--- config.mk ---
export PLATFORM = sky130hd
export DESIGN_NAME = acc_core
export DESIGN_NICKNAME = d
export VERILOG_FILES = /design/src/rtl/acc_core_pkg.sv /design/src/rtl/acc_alu.sv /design/src/rtl/acc_incr.sv /design/src/rtl/acc_datapath.sv /design/src/rtl/acc_ctrl.sv /design/src/rtl/acc_core.sv
export SDC_FILE = /design/constraint.sdc
export NUM_CORES = 1
export LEC_CHECK = 0
export ABC_AREA = 1
export BUFFER_PORTS_ARGS = -buffer_cell sky130_fd_sc_hd__buf_2
export CORE_MARGIN = 2
export CORE_UTILIZATION = 40
export DETAILED_ROUTE_END_ITERATION = 12
export MAX_ROUTING_LAYER = met4
export PLACE_DENSITY = 0.66
export RECOVER_POWER = 25
export SLEW_MARGIN = 10
export SYNTH_ARGS = -nofsm -noshare
export SYNTH_HDL_FRONTEND = slang
export SYNTH_SLANG_ARGS = --single-unit
--- constraint.sdc ---
create_clock -name clk -period 6.7 [get_ports clk]
set_input_delay 0.335 -clock clk [delete_from_list [all_inputs] [get_ports clk]]
set_output_delay 0.335 -clock clk [all_outputs]
set_load 0.02 [all_outputs]
--- src/rtl/acc_core_pkg.sv ---
package acc_core_pkg;

    parameter int DATA_W     = 16;
    parameter int ADDR_W     = 14;
    parameter int OPC_W      = 3;
    parameter int WADDR_W    = DATA_W - OPC_W;
    parameter int WORD_BYTES = DATA_W / 8;

    typedef enum logic [OPC_W-1:0] {
        OPC_LOAD  = 3'd0,
        OPC_STORE = 3'd1,
        OPC_ADD   = 3'd2,
        OPC_SUB   = 3'd3,
        OPC_MUL   = 3'd4,
        OPC_STOP  = 3'd7
    } opcode_e;

    typedef enum logic [3:0] {
        SQ_FETCH_ADDR,
        SQ_FETCH_REQ,
        SQ_FETCH_CAP,
        SQ_FETCH_IR,
        SQ_DECODE,
        SQ_OPND_REQ,
        SQ_OPND_CAP,
        SQ_EXEC,
        SQ_STORE_LOAD,
        SQ_STORE_WR,
        SQ_PC_STEP,
        SQ_STOPPED
    } seq_state_e;

    typedef enum logic [1:0] {
        ALU_PASS,
        ALU_ADD,
        ALU_SUB,
        ALU_MUL
    } alu_fn_e;

    typedef struct packed {
        logic [OPC_W-1:0]   opc;
        logic [WADDR_W-1:0] waddr;
    } instr_t;

    typedef struct packed {
        logic    mar_from_pc;
        logic    mar_from_ir;
        logic    mbr_from_mem;
        logic    mbr_from_acc;
        logic    ir_load;
        logic    acc_load;
        logic    pc_step;
        alu_fn_e alu_fn;
    } dp_ctrl_t;

    function automatic alu_fn_e alu_fn_for(input logic [OPC_W-1:0] opc);
        case (opc)
            OPC_ADD: return ALU_ADD;
            OPC_SUB: return ALU_SUB;
            OPC_MUL: return ALU_MUL;
            default: return ALU_PASS;
        endcase
    endfunction

    function automatic logic needs_read(input logic [OPC_W-1:0] opc);
        return (opc == OPC_LOAD) || (opc == OPC_ADD) ||
               (opc == OPC_SUB)  || (opc == OPC_MUL);
    endfunction

    function automatic logic [ADDR_W-1:0] word_to_byte(input logic [WADDR_W-1:0] w);
        return {w, 1'b0};
    endfunction

endpackage

--- src/rtl/acc_alu.sv ---
module acc_alu
    import acc_core_pkg::*;
(
    input  alu_fn_e           fn,
    input  logic [DATA_W-1:0] a,
    input  logic [DATA_W-1:0] b,
    output logic [DATA_W-1:0] y
);

    always_comb begin
        case (fn)
            ALU_ADD: y = a + b;
            ALU_SUB: y = a - b;
            ALU_MUL: y = a * b;
            default: y = b;
        endcase
    end

endmodule

--- src/rtl/acc_incr.sv ---
module acc_incr #(
    parameter int W    = 14,
    parameter int STEP = 2
) (
    input  logic [W-1:0] a,
    output logic [W-1:0] y
);

    localparam logic [W-1:0] STEP_V = W'(STEP);

    assign y = a + STEP_V;

endmodule

--- src/rtl/acc_datapath.sv ---
module acc_datapath
    import acc_core_pkg::*;
#(
    parameter logic [ADDR_W-1:0] START_ADDR = '0
) (
    input  logic              clk,
    input  logic              rst,
    input  dp_ctrl_t          ctrl,
    input  logic [DATA_W-1:0] mem_rdata,
    output logic [ADDR_W-1:0] mar_q,
    output logic [DATA_W-1:0] mbr_q,
    output instr_t            ir_q
);

    logic [ADDR_W-1:0] pc_q;
    logic [ADDR_W-1:0] pc_inc;
    logic [DATA_W-1:0] acc_q;
    logic [DATA_W-1:0] alu_y;

    acc_incr #(.W(ADDR_W), .STEP(WORD_BYTES)) u_inc (
        .a (pc_q),
        .y (pc_inc)
    );

    acc_alu u_alu (
        .fn (ctrl.alu_fn),
        .a  (acc_q),
        .b  (mbr_q),
        .y  (alu_y)
    );

    always_ff @(posedge clk) begin
        if (rst) begin
            pc_q  <= START_ADDR;
            mar_q <= '0;
            mbr_q <= '0;
            ir_q  <= '0;
            acc_q <= '0;
        end else begin
            if (ctrl.pc_step)
                pc_q <= pc_inc;
            if (ctrl.mar_from_pc)
                mar_q <= pc_q;
            else if (ctrl.mar_from_ir)
                mar_q <= word_to_byte(ir_q.waddr);
            if (ctrl.mbr_from_mem)
                mbr_q <= mem_rdata;
            else if (ctrl.mbr_from_acc)
                mbr_q <= acc_q;
            if (ctrl.ir_load)
                ir_q <= instr_t'(mbr_q);
            if (ctrl.acc_load)
                acc_q <= alu_y;
        end
    end

endmodule

--- src/rtl/acc_ctrl.sv ---
module acc_ctrl
    import acc_core_pkg::*;
(
    input  logic             clk,
    input  logic             rst,
    input  logic [OPC_W-1:0] ir_opc,
    output dp_ctrl_t         ctrl,
    output logic             mem_en,
    output logic             mem_rw,
    output logic             stopped
);

    seq_state_e state_q;
    seq_state_e state_d;

    always_ff @(posedge clk) begin
        if (rst)
            state_q <= SQ_FETCH_ADDR;
        else
            state_q <= state_d;
    end

    always_comb begin
        state_d = state_q;
        ctrl    = '0;
        mem_en  = 1'b0;
        mem_rw  = 1'b0;
        case (state_q)
            SQ_FETCH_ADDR: begin
                ctrl.mar_from_pc = 1'b1;
                state_d = SQ_FETCH_REQ;
            end
            SQ_FETCH_REQ: begin
                mem_en  = 1'b1;
                state_d = SQ_FETCH_CAP;
            end
            SQ_FETCH_CAP: begin
                ctrl.mbr_from_mem = 1'b1;
                state_d = SQ_FETCH_IR;
            end
            SQ_FETCH_IR: begin
                ctrl.ir_load = 1'b1;
                state_d = SQ_DECODE;
            end
            SQ_DECODE: begin
                if (ir_opc == OPC_STOP) begin
                    state_d = SQ_STOPPED;
                end else if (ir_opc == OPC_STORE) begin
                    ctrl.mar_from_ir = 1'b1;
                    state_d = SQ_STORE_LOAD;
                end else if (needs_read(ir_opc)) begin
                    ctrl.mar_from_ir = 1'b1;
                    state_d = SQ_OPND_REQ;
                end else begin
                    state_d = SQ_PC_STEP;
                end
            end
            SQ_OPND_REQ: begin
                mem_en  = 1'b1;
                state_d = SQ_OPND_CAP;
            end
            SQ_OPND_CAP: begin
                ctrl.mbr_from_mem = 1'b1;
                state_d = SQ_EXEC;
            end
            SQ_EXEC: begin
                ctrl.acc_load = 1'b1;
                ctrl.alu_fn   = alu_fn_for(ir_opc);
                state_d = SQ_PC_STEP;
            end
            SQ_STORE_LOAD: begin
                ctrl.mbr_from_acc = 1'b1;
                state_d = SQ_STORE_WR;
            end
            SQ_STORE_WR: begin
                mem_en  = 1'b1;
                mem_rw  = 1'b1;
                state_d = SQ_PC_STEP;
            end
            SQ_PC_STEP: begin
                ctrl.pc_step = 1'b1;
                state_d = SQ_FETCH_ADDR;
            end
            SQ_STOPPED: begin
                state_d = SQ_STOPPED;
            end
            default: begin
                state_d = SQ_FETCH_ADDR;
            end
        endcase
    end

    assign stopped = (state_q == SQ_STOPPED);

endmodule

--- src/rtl/acc_core.sv ---
module acc_core
    import acc_core_pkg::*;
#(
    parameter logic [ADDR_W-1:0] START_ADDR = 14'h0100
) (
    input  logic              clk,
    input  logic              rst,
    output logic              mem_en,
    output logic              mem_rw,
    output logic [ADDR_W-1:0] mem_addr,
    output logic [DATA_W-1:0] mem_wdata,
    input  logic [DATA_W-1:0] mem_rdata,
    output logic              halted
);

    dp_ctrl_t          dp_ctrl;
    instr_t            ir_w;
    logic [ADDR_W-1:0] mar_w;
    logic [DATA_W-1:0] mbr_w;

    acc_ctrl u_ctrl (
        .clk     (clk),
        .rst     (rst),
        .ir_opc  (ir_w.opc),
        .ctrl    (dp_ctrl),
        .mem_en  (mem_en),
        .mem_rw  (mem_rw),
        .stopped (halted)
    );

    acc_datapath #(.START_ADDR(START_ADDR)) u_dp (
        .clk       (clk),
        .rst       (rst),
        .ctrl      (dp_ctrl),
        .mem_rdata (mem_rdata),
        .mar_q     (mar_w),
        .mbr_q     (mbr_w),
        .ir_q      (ir_w)
    );

    assign mem_addr  = mar_w;
    assign mem_wdata = mbr_w;

endmodule

# After elaboration in Yosys (flattened, before gate mapping)
# Index checks and enable logic that the tools add are counted.
[word_totals] reg_bits=80 word_cells=63
[op_classes] n_addsub=3 mul=1 n_eq_ne=19 n_mux=23 n_reduce_logical=10
[op_table] cell="case mux 16 bit (3 select lines)" count=1
[op_table] cell="case mux 4 bit (10 select lines)" count=1
[op_table] cell="2-to-1 mux 16 bit" count=2
[op_table] cell="2-to-1 mux 14 bit" count=2
[op_table] cell="adder 16 bit" count=1
[op_table] cell="== test 4 x 3 -> 1 bit (second input constant)" count=4
[op_table] cell="== test 4 bit (second input constant)" count=4
[op_table] cell="multiplier 16 x 16 -> 16 bit" count=1
[op_table] cell="subtractor 16 bit" count=1
[op_table] cell="adder 14 x 2 -> 14 bit (second input constant)" count=1
[op_table] cell="2-to-1 mux 1 bit" count=12
[op_table] cell="2-to-1 mux 4 bit" count=3
[op_table] cell="== test 4 x 2 -> 1 bit (second input constant)" count=2
[op_table] cell="== test 3 x 2 -> 1 bit (second input constant)" count=2
[op_table] cell="== test 3 bit (second input constant)" count=2
[op_table] cell="case mux 2 bit (3 select lines)" count=1
[op_table] cell="== test 2 bit (second input constant)" count=2
[op_table] cell="== test 4 x 1 -> 1 bit (second input constant)" count=1
[op_table] cell="logical NOT 4 bit" count=1
[op_table] cell="nonzero test 2 bit" count=2
[op_table] cell="OR reduction 2 bit" count=2
[op_table] cell="== test 3 x 1 -> 1 bit (second input constant)" count=1
[op_table] cell="logical NOT 3 bit" count=1
[op_table] cell="logical OR 1 bit" count=3
[op_table] cell="other kinds (3)" count=3

# Logic depth before layout (Yosys ltp)
# Gate-level depths: netlist of the first run.
[depth] depth_word=10 depth_mapped=30

# By module
# From an unflattened synthesis of the first run, not the netlist that was laid out.
[hier_totals] hier_cells=1492 hier_area_um2=9650.5
[by_module_without_submodules] module="acc_alu" instances=1 cells_per_inst=940 area_per_inst_um2=5861.9 seq_area_each_um2=0.0
[by_module_without_submodules] module="acc_datapath" instances=1 cells_per_inst=424 area_per_inst_um2=3095.5 seq_area_each_um2=1521.5
[by_module_without_submodules] module="acc_ctrl" instances=1 cells_per_inst=70 area_per_inst_um2=390.4 seq_area_each_um2=80.1
[by_module_without_submodules] module="acc_incr" instances=1 cells_per_inst=58 area_per_inst_um2=302.8 seq_area_each_um2=0.0

# Least setup slack after synthesis of the first run
# Ideal clock, no wire load.
[synth_timing] path_kind="register to register" startpoint="register u_dp.mbr_q[2]" endpoint="register u_dp.acc_q[15]" setup_ps=132 arrival_time_ps=5437 t_required_ps=6568 slack_ps=1131 stages_incl_launch_ff=22 path_buffers=2 cell_sequence="dfxtp_1 clkbuf_1 buf_1 nand2_1 fa_1 fa_1 fa_1 fa_1 inv_1 fa_1 inv_1 fa_1 inv_1 ha_1 nand4_1 or2_2 nand3_1 nand3_1 nand3_1 nand3_1 nand2_1 a21oi_1"
[synth_between] elab_chain_cells=2 elab_cells_between_ends=4
[synth_lines] element="from (decl)" line_no="acc_datapath.sv:11" text="output logic [DATA_W-1:0] mbr_q,"
[synth_lines] element="from (signal assigned)" line_no="acc_datapath.sv:47" text="mbr_q <= mem_rdata;"
[synth_lines] element="from (signal assigned)" line_no="acc_datapath.sv:49" text="mbr_q <= acc_q;"
[synth_lines] element="multiplier 16 x 16 -> 16 bit (tied with other cells)" line_no="acc_alu.sv:14" text="ALU_MUL: y = a * b;"
[synth_lines] element="case mux 16 bit (3 select lines) (*)" line_no="acc_alu.sv:11" text="case (fn)"
[synth_lines] element="to (signal assigned)" line_no="acc_datapath.sv:53" text="acc_q <= alu_y;"
[synth_lines] element="to (decl)" line_no="acc_datapath.sv:17" text="logic [DATA_W-1:0] acc_q;"
# Every way passes the cells marked *; elsewhere a longest branch is shown, timed or not.
# A chain may end at the register's enable or synchronous reset.

# Worst setup path after layout of the first run
[layout_timing] startpoint="register u_dp.mbr_q[3]" endpoint="register u_dp.acc_q[14]"
# Same word-level chain as after synthesis.

==> results of run 1 <==
## tightest hold or removal path, stage by stage
cell and delay, ns:
buf_2 0.08, a221oi_1 0.07, nor2_1 0.07
## stage by stage
stage / utilization (%) / total power [mW] / setup WS [ns] / hold WS, ns
floorplan: - / 0.987 / 1.13 / 0.445
global placement: 43.1 / 1.15 / 0.948 / 0.455
CTS: 44.5 / 1.66 / 0.835 / 0.248
global route: 44.2 / 1.76 / 0.432 / 0.274
detailed placement: 43.1 / 1.16 / 0.845 / 0.460
finish: 44.2 / 1.66 / 0.785 / 0.256
## registers in the layout (all words and copies together) (netlist names)
name	cells
u_dp.mbr_q	16
u_dp.pc_q	13
u_dp.acc_q	16
u_dp.ir_q	16
u_ctrl.state_q	4
u_dp.mar_q	13
## power by group
part,switching [mW],internal [mW],leakage [nW]
clock network,0.218,0.292,0.136
registers,0.0617,0.505,0.633
logic,0.403,0.180,4.37
## Yosys cell counts (8+ instances only)
master / n
a21oi_1: 83
a221oi_1: 9
a31oi_1: 30
buf_2: 10
clkbuf_1: 47
dfxtp_1: 78
fa_1: 81
ha_1: 70
inv_1: 305
nand2_1: 368
nand3_1: 54
nor2_1: 67
nor3_1: 12
o211ai_1: 8
o21ai_0: 71
xor2_1: 14
## cell type report
type,count,area [µm²]
fill,2273,12200
multi-input combinational,911,6030
sequential,78,1560
inverter,309,1160
tap,280,350
timing repair buffer,64,314
clock buffer,10,229
clock inverter,6,70.1
## metal layers
layer / wire, µm / vias up
met5: 0 / -
met4: 705 / 0
met3: 1430 / 49
met2: 11900 / 231
met1: 11600 / 3998
li1: - / 4197
## logic make-up after synthesis
logic type                 after synthesis  synth area share [%]
xor gates and xnor gates                16                  1.55
DFF                                     78                  17.3
buffers and inverters                  372                  15.7
adders and majority gates              151                  27.7
AOI/OAI and AO/OA                      215                  13.4
other                                    1                0.0416
and+or+nand+nor                        528                  24.3
## final timing paths
kind | start | to | cells after the start
min reg2reg | u_dp.ir_q[12] | u_dp.mar_q[13] | 2
max reg2reg | u_dp.mbr_q[3] | u_dp.acc_q[14] | 20
min | mem_rdata[0] | u_dp.mbr_q[0] | 3
max | u_dp.mbr_q[3] | u_dp.acc_q[14] | 20
==> flow_metrics.env, run 1 <==
export IMPL_grt_pass1_vias=8348
export IMPL_synth_edf_count=0
export IMPL_drc=0
export IMPL_postCtsHoldBufs=0
export IMPL_wl_per_cell_um=15.4
export IMPL_synth_area_leaders="fa_1 (18%), dfxtp_1 (17%), nand2_1 (15%)"
export IMPL_synth_top_flop_cell="dfxtp_1"
export IMPL_cp_start_kind="flop"
export IMPL_die_h_um=154
export IMPL_vdd_drop_max_mv=0.177
export IMPL_diodes=0
export IMPL_grt_max_degree=42
export IMPL_async_flop_share_pct=0
export IMPL_hold_path_class="primary input to flop"
export IMPL_slowest_delay_ns=0.93
export IMPL_dp_hpwl_um=19700
export IMPL_portBuffers=49
export IMPL_antenna_found_initial=0
export IMPL_grt_util_all_layers_pct=23.0
export IMPL_outcome="complete, no violations"
export IMPL_finalMaxSlewViolations=0
export IMPL_setup_viol=0
export IMPL_syn_nets=1530
export IMPL_synth_cell_type_count=47
export IMPL_placedCellCount=1642
export IMPL_fin_worst_skew_ns=0.0105
export IMPL_vias=8475
export IMPL_htreeDepth=3
export IMPL_final_cell_mix="nand2_1 (368), inv_1 (305), a21oi_1 (83)"
export IMPL_route_antenna_remaining_nets=0
export IMPL_grt_first_pass_wirelength_um=42900
export IMPL_synthesis_area_um2=9020
export IMPL_reg2reg_slack_ns=0.79
export IMPL_ys_seq_elements=78
export IMPL_start_util_pct=41.1
export IMPL_use_met3_pct=2.80
export IMPL_cellPowerDensity_nw_per_um2=171
export IMPL_core_rowCount=54
export IMPL_cp_slowest_cell="dfxtp_1"
export IMPL_synthCells=1361
export IMPL_worstSetupPathType="flop to flop"
export IMPL_clkTransAtPathRegs_ns=0.07
export IMPL_cp_cell_sequence="nand2_1 > fa_1 > fa_1 > fa_1 > fa_1 > inv_1 > fa_1 > inv_1 > fa_1 > inv_1 > ha_1 > nand2_1 > nor2_1 > nand3_1 > o2111ai_1 > a21oi_1 > o21ai_0 > nand3_1 > nand2_1 > a21oi_1"
export IMPL_cts_made_buffers=9
export IMPL_dieWidth_um=154
export IMPL_vias_per_cell=5.11
export IMPL_max_freq_mhz=169
export IMPL_cts_resized=0
export IMPL_arrival_ns=6.11
export IMPL_yosys_warnings=0
export IMPL_cp_num_buf_inv=3
export IMPL_yosysSeqAreaShare_pct=17.3
export IMPL_syn_to_final_growth_pct=7.68
export IMPL_clock_latency_ns=0.34
export IMPL_final_common_cell="nand2_1"
export IMPL_p_leak_nw=5.13
export IMPL_path_common_cell="fa_1"
export IMPL_synth_area_per_cell_um2=6.63
export IMPL_overflow=0
export IMPL_drive_gt1_share_pct=5.15
export IMPL_path_max_fanout=19
export IMPL_tightestPinTransition_ns=1.09
export IMPL_tritoncts="yes"
export IMPL_fin_crit_ns=5.91
export IMPL_met1_usage_pct=30.4
export IMPL_wirelength_um=25600
export IMPL_tns_ns=0
export IMPL_gp_congestion=0.937
export IMPL_fin_cells=1658
export IMPL_netlist_area_leader_share_pct=18.0
export IMPL_dieArea_um2=23800
export IMPL_grt_setup_unrepaired="no"
export IMPL_grt_util_met2_pct=37.1
export IMPL_maxSlewHeadroom_pct=27.3
export IMPL_placed_area_um2=9470
export IMPL_clockBufferDepth=2
export IMPL_crit_family="adder cells"
export IMPL_top_usage_layer="met2"
export IMPL_nets=1542
export IMPL_ios=51
export IMPL_finalCritPeriodShare_pct=88.3
export IMPL_cts_sinks=78
export IMPL_drt_first_pass_iters=7
export IMPL_cts_root_buf="clkbuf_16"
export IMPL_synth_top_area_cell="fa_1"
export IMPL_cts_setup_buffers=0
export IMPL_fin_area_um2=9710
export IMPL_drtIter0Drc=556
export IMPL_coreArea_um2=22000
export IMPL_required_ns=6.89
export IMPL_end_kind="flop"
export IMPL_hold_viol=0
export IMPL_cap_violations=0
No activity file was read; power rests on OpenSTA's default activity.
==> run 2: changes to the inputs <==
Settings changed: CTS_BUF_LIST from default to sky130_fd_sc_hd__clkbuf_4 sky130_fd_sc_hd__clkbuf_8, HOLD_SLACK_MARGIN from default to 0.08.
==> run 2 against run 1 <==
- sequential share of layout area is 0.17 points higher
- maximum frequency is 0.19% higher
- utilization is 0.46 points lower
- sequential cell count stayed put
- combinational power barely moved
- clock power is 26% lower
- largest power group unchanged
- register-to-register slack hardly changed
- wire length is 0.22% lower
- count of clock-buffer cells in the layout unchanged
- global-route usage is 0.11 points lower
- cell count unchanged
- sequential power about the same
==> flow_metrics.env, run 2 (synthesis results as in run 1) <==
export IMPL_route_antenna_remaining_nets=0
export IMPL_drtIter0Drc=635
export IMPL_hold_viol=0
export IMPL_cp_slowest_cell="dfxtp_1"
export IMPL_postCtsHoldBufs=0
export IMPL_required_ns=6.92
export IMPL_wirelength_um=25500
export IMPL_clockBufferDepth=2
export IMPL_finalCritPeriodShare_pct=88.1
export IMPL_grt_pass1_vias=8270
export IMPL_dieArea_um2=23800
export IMPL_overflow=0
export IMPL_maxSlewHeadroom_pct=28.2
export IMPL_fin_area_um2=9610
export IMPL_die_h_um=154
export IMPL_vdd_drop_max_mv=0.166
export IMPL_portBuffers=49
export IMPL_clkTransAtPathRegs_ns=0.10
export IMPL_end_kind="flop"
export IMPL_ios=51
export IMPL_path_common_cell="fa_1"
export IMPL_drc=0
export IMPL_grt_first_pass_wirelength_um=42600
export IMPL_highest_layer="met4"
export IMPL_dp_hpwl_um=19700
export IMPL_tritoncts="yes"
export IMPL_route_met2_wl_um=11800
export IMPL_cts_root_buf="clkbuf_8"
export IMPL_cp_cell_sequence="nand2_1 > fa_1 > fa_1 > fa_1 > fa_1 > inv_1 > fa_1 > inv_1 > fa_1 > inv_1 > ha_1 > nand2_1 > nor2_1 > nand3_1 > o2111ai_1 > a21oi_1 > o21ai_0 > nand3_1 > nand2_1 > a21oi_1"
export IMPL_final_cell_mix="nand2_1 (368), inv_1 (305), a21oi_1 (83)"
export IMPL_path_max_fanout=19
export IMPL_cts_resized=0
export IMPL_wl_met3_um=1560
export IMPL_cellPowerDensity_nw_per_um2=159
export IMPL_worstSetupPathType="flop to flop"
export IMPL_cts_made_buffers=9
export IMPL_core_rowCount=54
export IMPL_placed_area_um2=9470
export IMPL_whs_ns=0.232
export IMPL_diodes=0
export IMPL_slowest_delay_ns=0.93
export IMPL_cts_setup_buffers=0
export IMPL_tns_ns=0
export IMPL_outcome="complete, no violations"
export IMPL_m1WireLength_um=11400
export IMPL_cts_sinks=78
export IMPL_finalMaxSlewViolations=0
export IMPL_vias_per_cell=5.10
export IMPL_grt_setup_unrepaired="no"
export IMPL_p_total_mw=1.53
export IMPL_start_util_pct=41.1
export IMPL_hold_path_class="primary input to flop"
export IMPL_drive_gt1_share_pct=5.22
export IMPL_cap_violations=0
export IMPL_htreeDepth=3
export IMPL_reg_largest_list="u_dp.acc_q (16), u_dp.ir_q (16), u_dp.mbr_q (16)"
export IMPL_p_leak_nw=5.10
export IMPL_arrival_ns=6.13
export IMPL_cp_start_kind="flop"
export IMPL_fin_crit_ns=5.90
export IMPL_syn_to_final_growth_pct=6.56
export IMPL_max_freq_mhz=169
export IMPL_coreArea_um2=22000
export IMPL_final_common_cell="nand2_1"
export IMPL_drt_first_pass_iters=8
export IMPL_grt_max_degree=42
export IMPL_wl_per_cell_um=15.4
export IMPL_dieWidth_um=154
export IMPL_antenna_found_initial=0
export IMPL_fin_cells=1658
export IMPL_placedCellCount=1642
export IMPL_nets=1542
export IMPL_tightestPinTransition_ns=1.07
export IMPL_fin_worst_skew_ns=0.0169
export IMPL_gp_congestion=0.937
export IMPL_setup_viol=0
export IMPL_vias=8464
export IMPL_grt_util_all_layers_pct=22.9
export IMPL_clock_latency_ns=0.37
## run 2: cell types whose count changed in the layout (fill, tap and decap cells not counted)
cell,before,now
clkbuf_16,9,0
clkbuf_8,0,9
buf_2,29,30
nor3b_1,0,1
nor3b_2,1,0
clkbuf_1,26,24
clkbuf_4,0,1
## run 2: path summary, 6_finish.rpt
kind | startpoint | endpoint | slack, ns | cells after the start
setup / recovery | u_dp.mbr_q[3] | u_dp.acc_q[14] | 0.80 | 20
hold / removal | mem_rdata[0] | u_dp.mbr_q[0] | 0.23 | 3
setup reg to reg | u_dp.mbr_q[3] | u_dp.acc_q[14] | 0.80 | 20
hold reg to reg | u_dp.pc_q[13] | u_dp.pc_q[13] | 0.47 | 2
## run 2: worst max-delay path: cells and delay by family, from the launching register on
| family | cells | cell delay, ns |
|---|---|---|
| compound gates | 4 | 0.42 |
| fa+ha+maj | 7 | 3.49 |
| buf+inv | 3 | 0.17 |
| flops | 1 | 0.93 |
| simple gates | 6 | 0.77 |
## run 2: report_power, final
group / total (mW) / leakage [nW] / switching (mW) / internal, mW
logic: 0.583 / 4.37 / 0.403 / 0.180
clock network: 0.379 / 0.0929 / 0.200 / 0.179
registers: 0.566 / 0.633 / 0.0615 / 0.505
## run 2: stage by stage
stage	worst slack (ns)	utilization, %
after floorplan	1.13	-
after global placement	0.948	43.1
after detailed placement	0.845	43.1
after CTS	0.835	44.1
after global routing	0.428	43.8
final	0.796	43.8
## run 2: cell type report
| class | count | area [µm²] |
|---|---|---|
| clock buffer | 10 | 131 |
| clock inverter | 6 | 70.1 |
| fill | 2281 | 12300 |
| inverter | 309 | 1160 |
| multi-input combinational | 911 | 6020 |
| sequential | 78 | 1560 |
| tap | 280 | 350 |
| timing repair buffer | 64 | 315 |
## run 2: layer usage
layer / GRT usage (%) / vias up
met4: 6.99 / 0
met2: 36.8 / 230
met5: - / -
met3: 2.83 / 47
met1: 30.4 / 3986
li1: - / 4201
==> run 3: changes to the inputs <==
Settings changed: CELL_PAD_IN_SITES_DETAIL_PLACEMENT from default to 0, CELL_PAD_IN_SITES_GLOBAL_PLACEMENT from default to 1, PLACE_DENSITY 0.66 to 0.84, SYNTH_HIERARCHICAL from default to 1.
==> run 3 against run 2 <==
- design area is 6.3% higher
- synthesized area is 7.0% higher
- critical path depth is 3 higher
- clock skew is 0.0036 ns lower
- via count is 5.6% higher
- sequential power hardly changed
- cell count is 11% higher
- first-iteration DRC count is 5.0% higher
- worst hold slack better by 0.030 ns
- clock power is 1% lower
==> flow_metrics.env, run 3 <==
export IMPL_hold_viol=0
export IMPL_cellPowerDensity_nw_per_um2=141
export IMPL_portBuffers=50
export IMPL_arrival_ns=6.11
export IMPL_clkTransAtPathRegs_ns=0.10
export IMPL_dieWidth_um=159
export IMPL_synth_area_leaders="fa_1 (17%), dfxtp_1 (17%), nand2_1 (15%)"
export IMPL_synth_cell_type_count=38
export IMPL_cp_cell_sequence="nand2_1 > fa_1 > fa_1 > inv_1 > fa_1 > fa_1 > inv_1 > fa_1 > fa_1 > inv_1 > ha_1 > a21oi_1 > o21a_1 > nand2_1 > a31oi_1 > inv_1 > nand3_1 > nand3_1 > nand2_1 > nand2_1 > nand2_1 > nor2_1 > nor2_1"
export IMPL_syn_to_final_growth_pct=5.90
export IMPL_clockBufferDepth=2
export IMPL_cp_num_buf_inv=4
export IMPL_vias=8936
export IMPL_drt_first_pass_iters=5
export IMPL_cp_slowest_cell="dfxtp_1"
export IMPL_reg_largest_list="u_dp/acc_q (16), u_dp/ir_q (16), u_dp/mbr_q (16)"
export IMPL_drtIter0Drc=667
export IMPL_outcome="complete, no violations"
export IMPL_path_common_cell="fa_1"
export IMPL_fin_cells=1833
export IMPL_synth_cells_most_frequent="nand2_1 (385), inv_1 (325), nor2_1 (136)"
export IMPL_crit_family="adder cells"
export IMPL_postCtsHoldBufs=0
export IMPL_grt_setup_unrepaired="no"
export IMPL_cts_sinks=80
export IMPL_final_cell_mix="nand2_1 (387), inv_1 (325), nor2_1 (139)"
export IMPL_cp_start_kind="flop"
export IMPL_fin_worst_skew_ns=0.0133
export IMPL_slowest_delay_ns=0.91
export IMPL_yosys_warnings=6
export IMPL_gp_congestion=0.908
export IMPL_vias_per_cell=4.88
export IMPL_grt_util_all_layers_pct=22.7
export IMPL_synth_edf_count=0
export IMPL_setup_viol=0
export IMPL_finalCritPeriodShare_pct=86.6
export IMPL_antenna_found_initial=0
export IMPL_final_common_cell="nand2_1"
export IMPL_synthCells=1492
export IMPL_cap_violations=0
export IMPL_nets=1678
export IMPL_n_fill_cell=2572
export IMPL_required_ns=7.01
export IMPL_synthesis_area_um2=9650
export IMPL_cts_root_buf="clkbuf_8"
export IMPL_dp_hpwl_um=20800
export IMPL_hold_path_class="primary input to flop"
export IMPL_synth_area_per_cell_um2=6.47
export IMPL_synth_top_area_cell="fa_1"
export IMPL_start_util_pct=40.9
export IMPL_worstSetupPathType="flop to flop"
export IMPL_htreeDepth=3
export IMPL_finalMaxSlewViolations=0
export IMPL_path_max_fanout=18
export IMPL_clock_latency_ns=0.37
export IMPL_netlist_area_leader_share_pct=16.8
export IMPL_wl_per_cell_um=15.1
export IMPL_ys_seq_elements=80
export IMPL_async_flop_share_pct=0
export IMPL_grt_first_pass_wirelength_um=45000
export IMPL_grt_max_degree=62
export IMPL_cts_resized=0
export IMPL_overflow=0
export IMPL_route_antenna_remaining_nets=0
export IMPL_yosysSeqAreaShare_pct=16.6
export IMPL_coreArea_um2=23600
export IMPL_grt_pass1_vias=8766
export IMPL_wirelength_um=27600
export IMPL_end_kind="flop"
export IMPL_diodes=0
export IMPL_p_leak_nw=5.93
export IMPL_drc=0
export IMPL_synth_top_flop_cell="dfxtp_1"
export IMPL_dieArea_um2=25400
export IMPL_vdd_drop_max_mv=0.125
export IMPL_setup_slack_ns=0.900
export IMPL_maxSlewHeadroom_pct=6.39
export IMPL_syn_nets=1661
export IMPL_tightestPinTransition_ns=1.40
export IMPL_tns_ns=0
export IMPL_ios=51
export IMPL_die_h_um=159
export IMPL_synth_most_common_cell="nand2_1"
export IMPL_fin_crit_ns=5.80
export IMPL_post_place_ws_ns=0.930
export IMPL_drive_gt1_share_pct=6.41
export IMPL_cts_made_buffers=9
export IMPL_placedCellCount=1817
export IMPL_cts_setup_buffers=0
export IMPL_tritoncts="yes"
export IMPL_max_freq_mhz=172
export IMPL_core_rowCount=56
==> run 3: changes by cell type in the layout (fill, tap and decap cells not counted), sizes merged, moves of 6 or more <==
cell | previous run | this run
a31oi | 30 | 13
nand2 | 369 | 393
nor2 | 70 | 149
xor2 | 14 | 21
a21oi | 83 | 72
nand3 | 56 | 74
o211ai | 8 | 0
o21ai | 72 | 83
buf | 40 | 46
a221oi | 9 | 0
inv | 310 | 342
==> run 3: worst min-delay path, stage by stage <==
cell,delay (ns)
buf_2,0.08
nand2_1,0.04
nand3_1,0.07
nand2_1,0.05
inv_1,0.04
==> run 3: through the flow <==
| step | power, mW | hold WS (ns) | util (%) | cell area [µm²] |
|---|---|---|---|---|
| 2_1_floorplan | 0.953 | 0.407 | - | 9650 |
| 3_3_place_gp | 1.07 | 0.450 | 42.7 | 10100 |
| 3_5_place_dp | 1.07 | 0.458 | 42.7 | 10100 |
| 4_1_cts | 1.45 | 0.246 | 43.6 | 10300 |
| 5_1_grt | 1.54 | 0.266 | 43.3 | 10200 |
| 6_report | 1.44 | 0.262 | 43.3 | 10200 |
==> run 3: final cells by class <==
type,count,area [µm²],area share [%]
inverters,341,1280,12.5
flip-flops and latches,80,1600,15.7
clock buffers,9,124,1.21
well taps,319,399,3.91
clock inverters,7,80.1,0.784
repair buffers,68,350,3.43
multi-input cells,1009,6380,62.5
==> run 3: where the power goes <==
group	total [mW]	switching [mW]	internal, mW
clock network	0.375	0.198	0.177
registers	0.565	0.0548	0.510
logic	0.496	0.335	0.161
total	1.44	0.588	0.848
==> run 3: worst paths after layout <==
path,start,endpoint,slack (ns),depth (start not counted)
worst max-delay path,u_dp/mbr_q[5],u_dp/acc_q[15],0.90,23
worst min-delay path,mem_rdata[9],u_dp/mbr_q[9],0.26,5
worst max register to register,u_dp/mbr_q[5],u_dp/acc_q[15],0.90,23
worst min register to register,u_dp/mar_q[0],u_dp/mar_q[0],0.48,2
==> run 3: logic make-up (layout without fill, tap and decap cells) <==
| family | after synthesis | count (layout) | synth area share [%] |
|---|---|---|---|
| compound gates | 179 | 179 | 9.75 |
| xor+xnor | 27 | 27 | 2.45 |
| fa+ha+maj | 151 | 151 | 25.9 |
| buf+inv | 403 | 425 | 17.0 |
| flops | 80 | 80 | 16.6 |
| simple gates | 652 | 652 | 28.4 |
==> run 3: routing by layer <==
metal / wire [µm] / track usage (%) / vias to the layer above
met5: 0 / - / -
met4: 294 / 5.00 / 0
met3: 1560 / 2.63 / 19
met2: 12800 / 37.5 / 234
met1: 12900 / 30.1 / 4173
li1: - / - / 4510
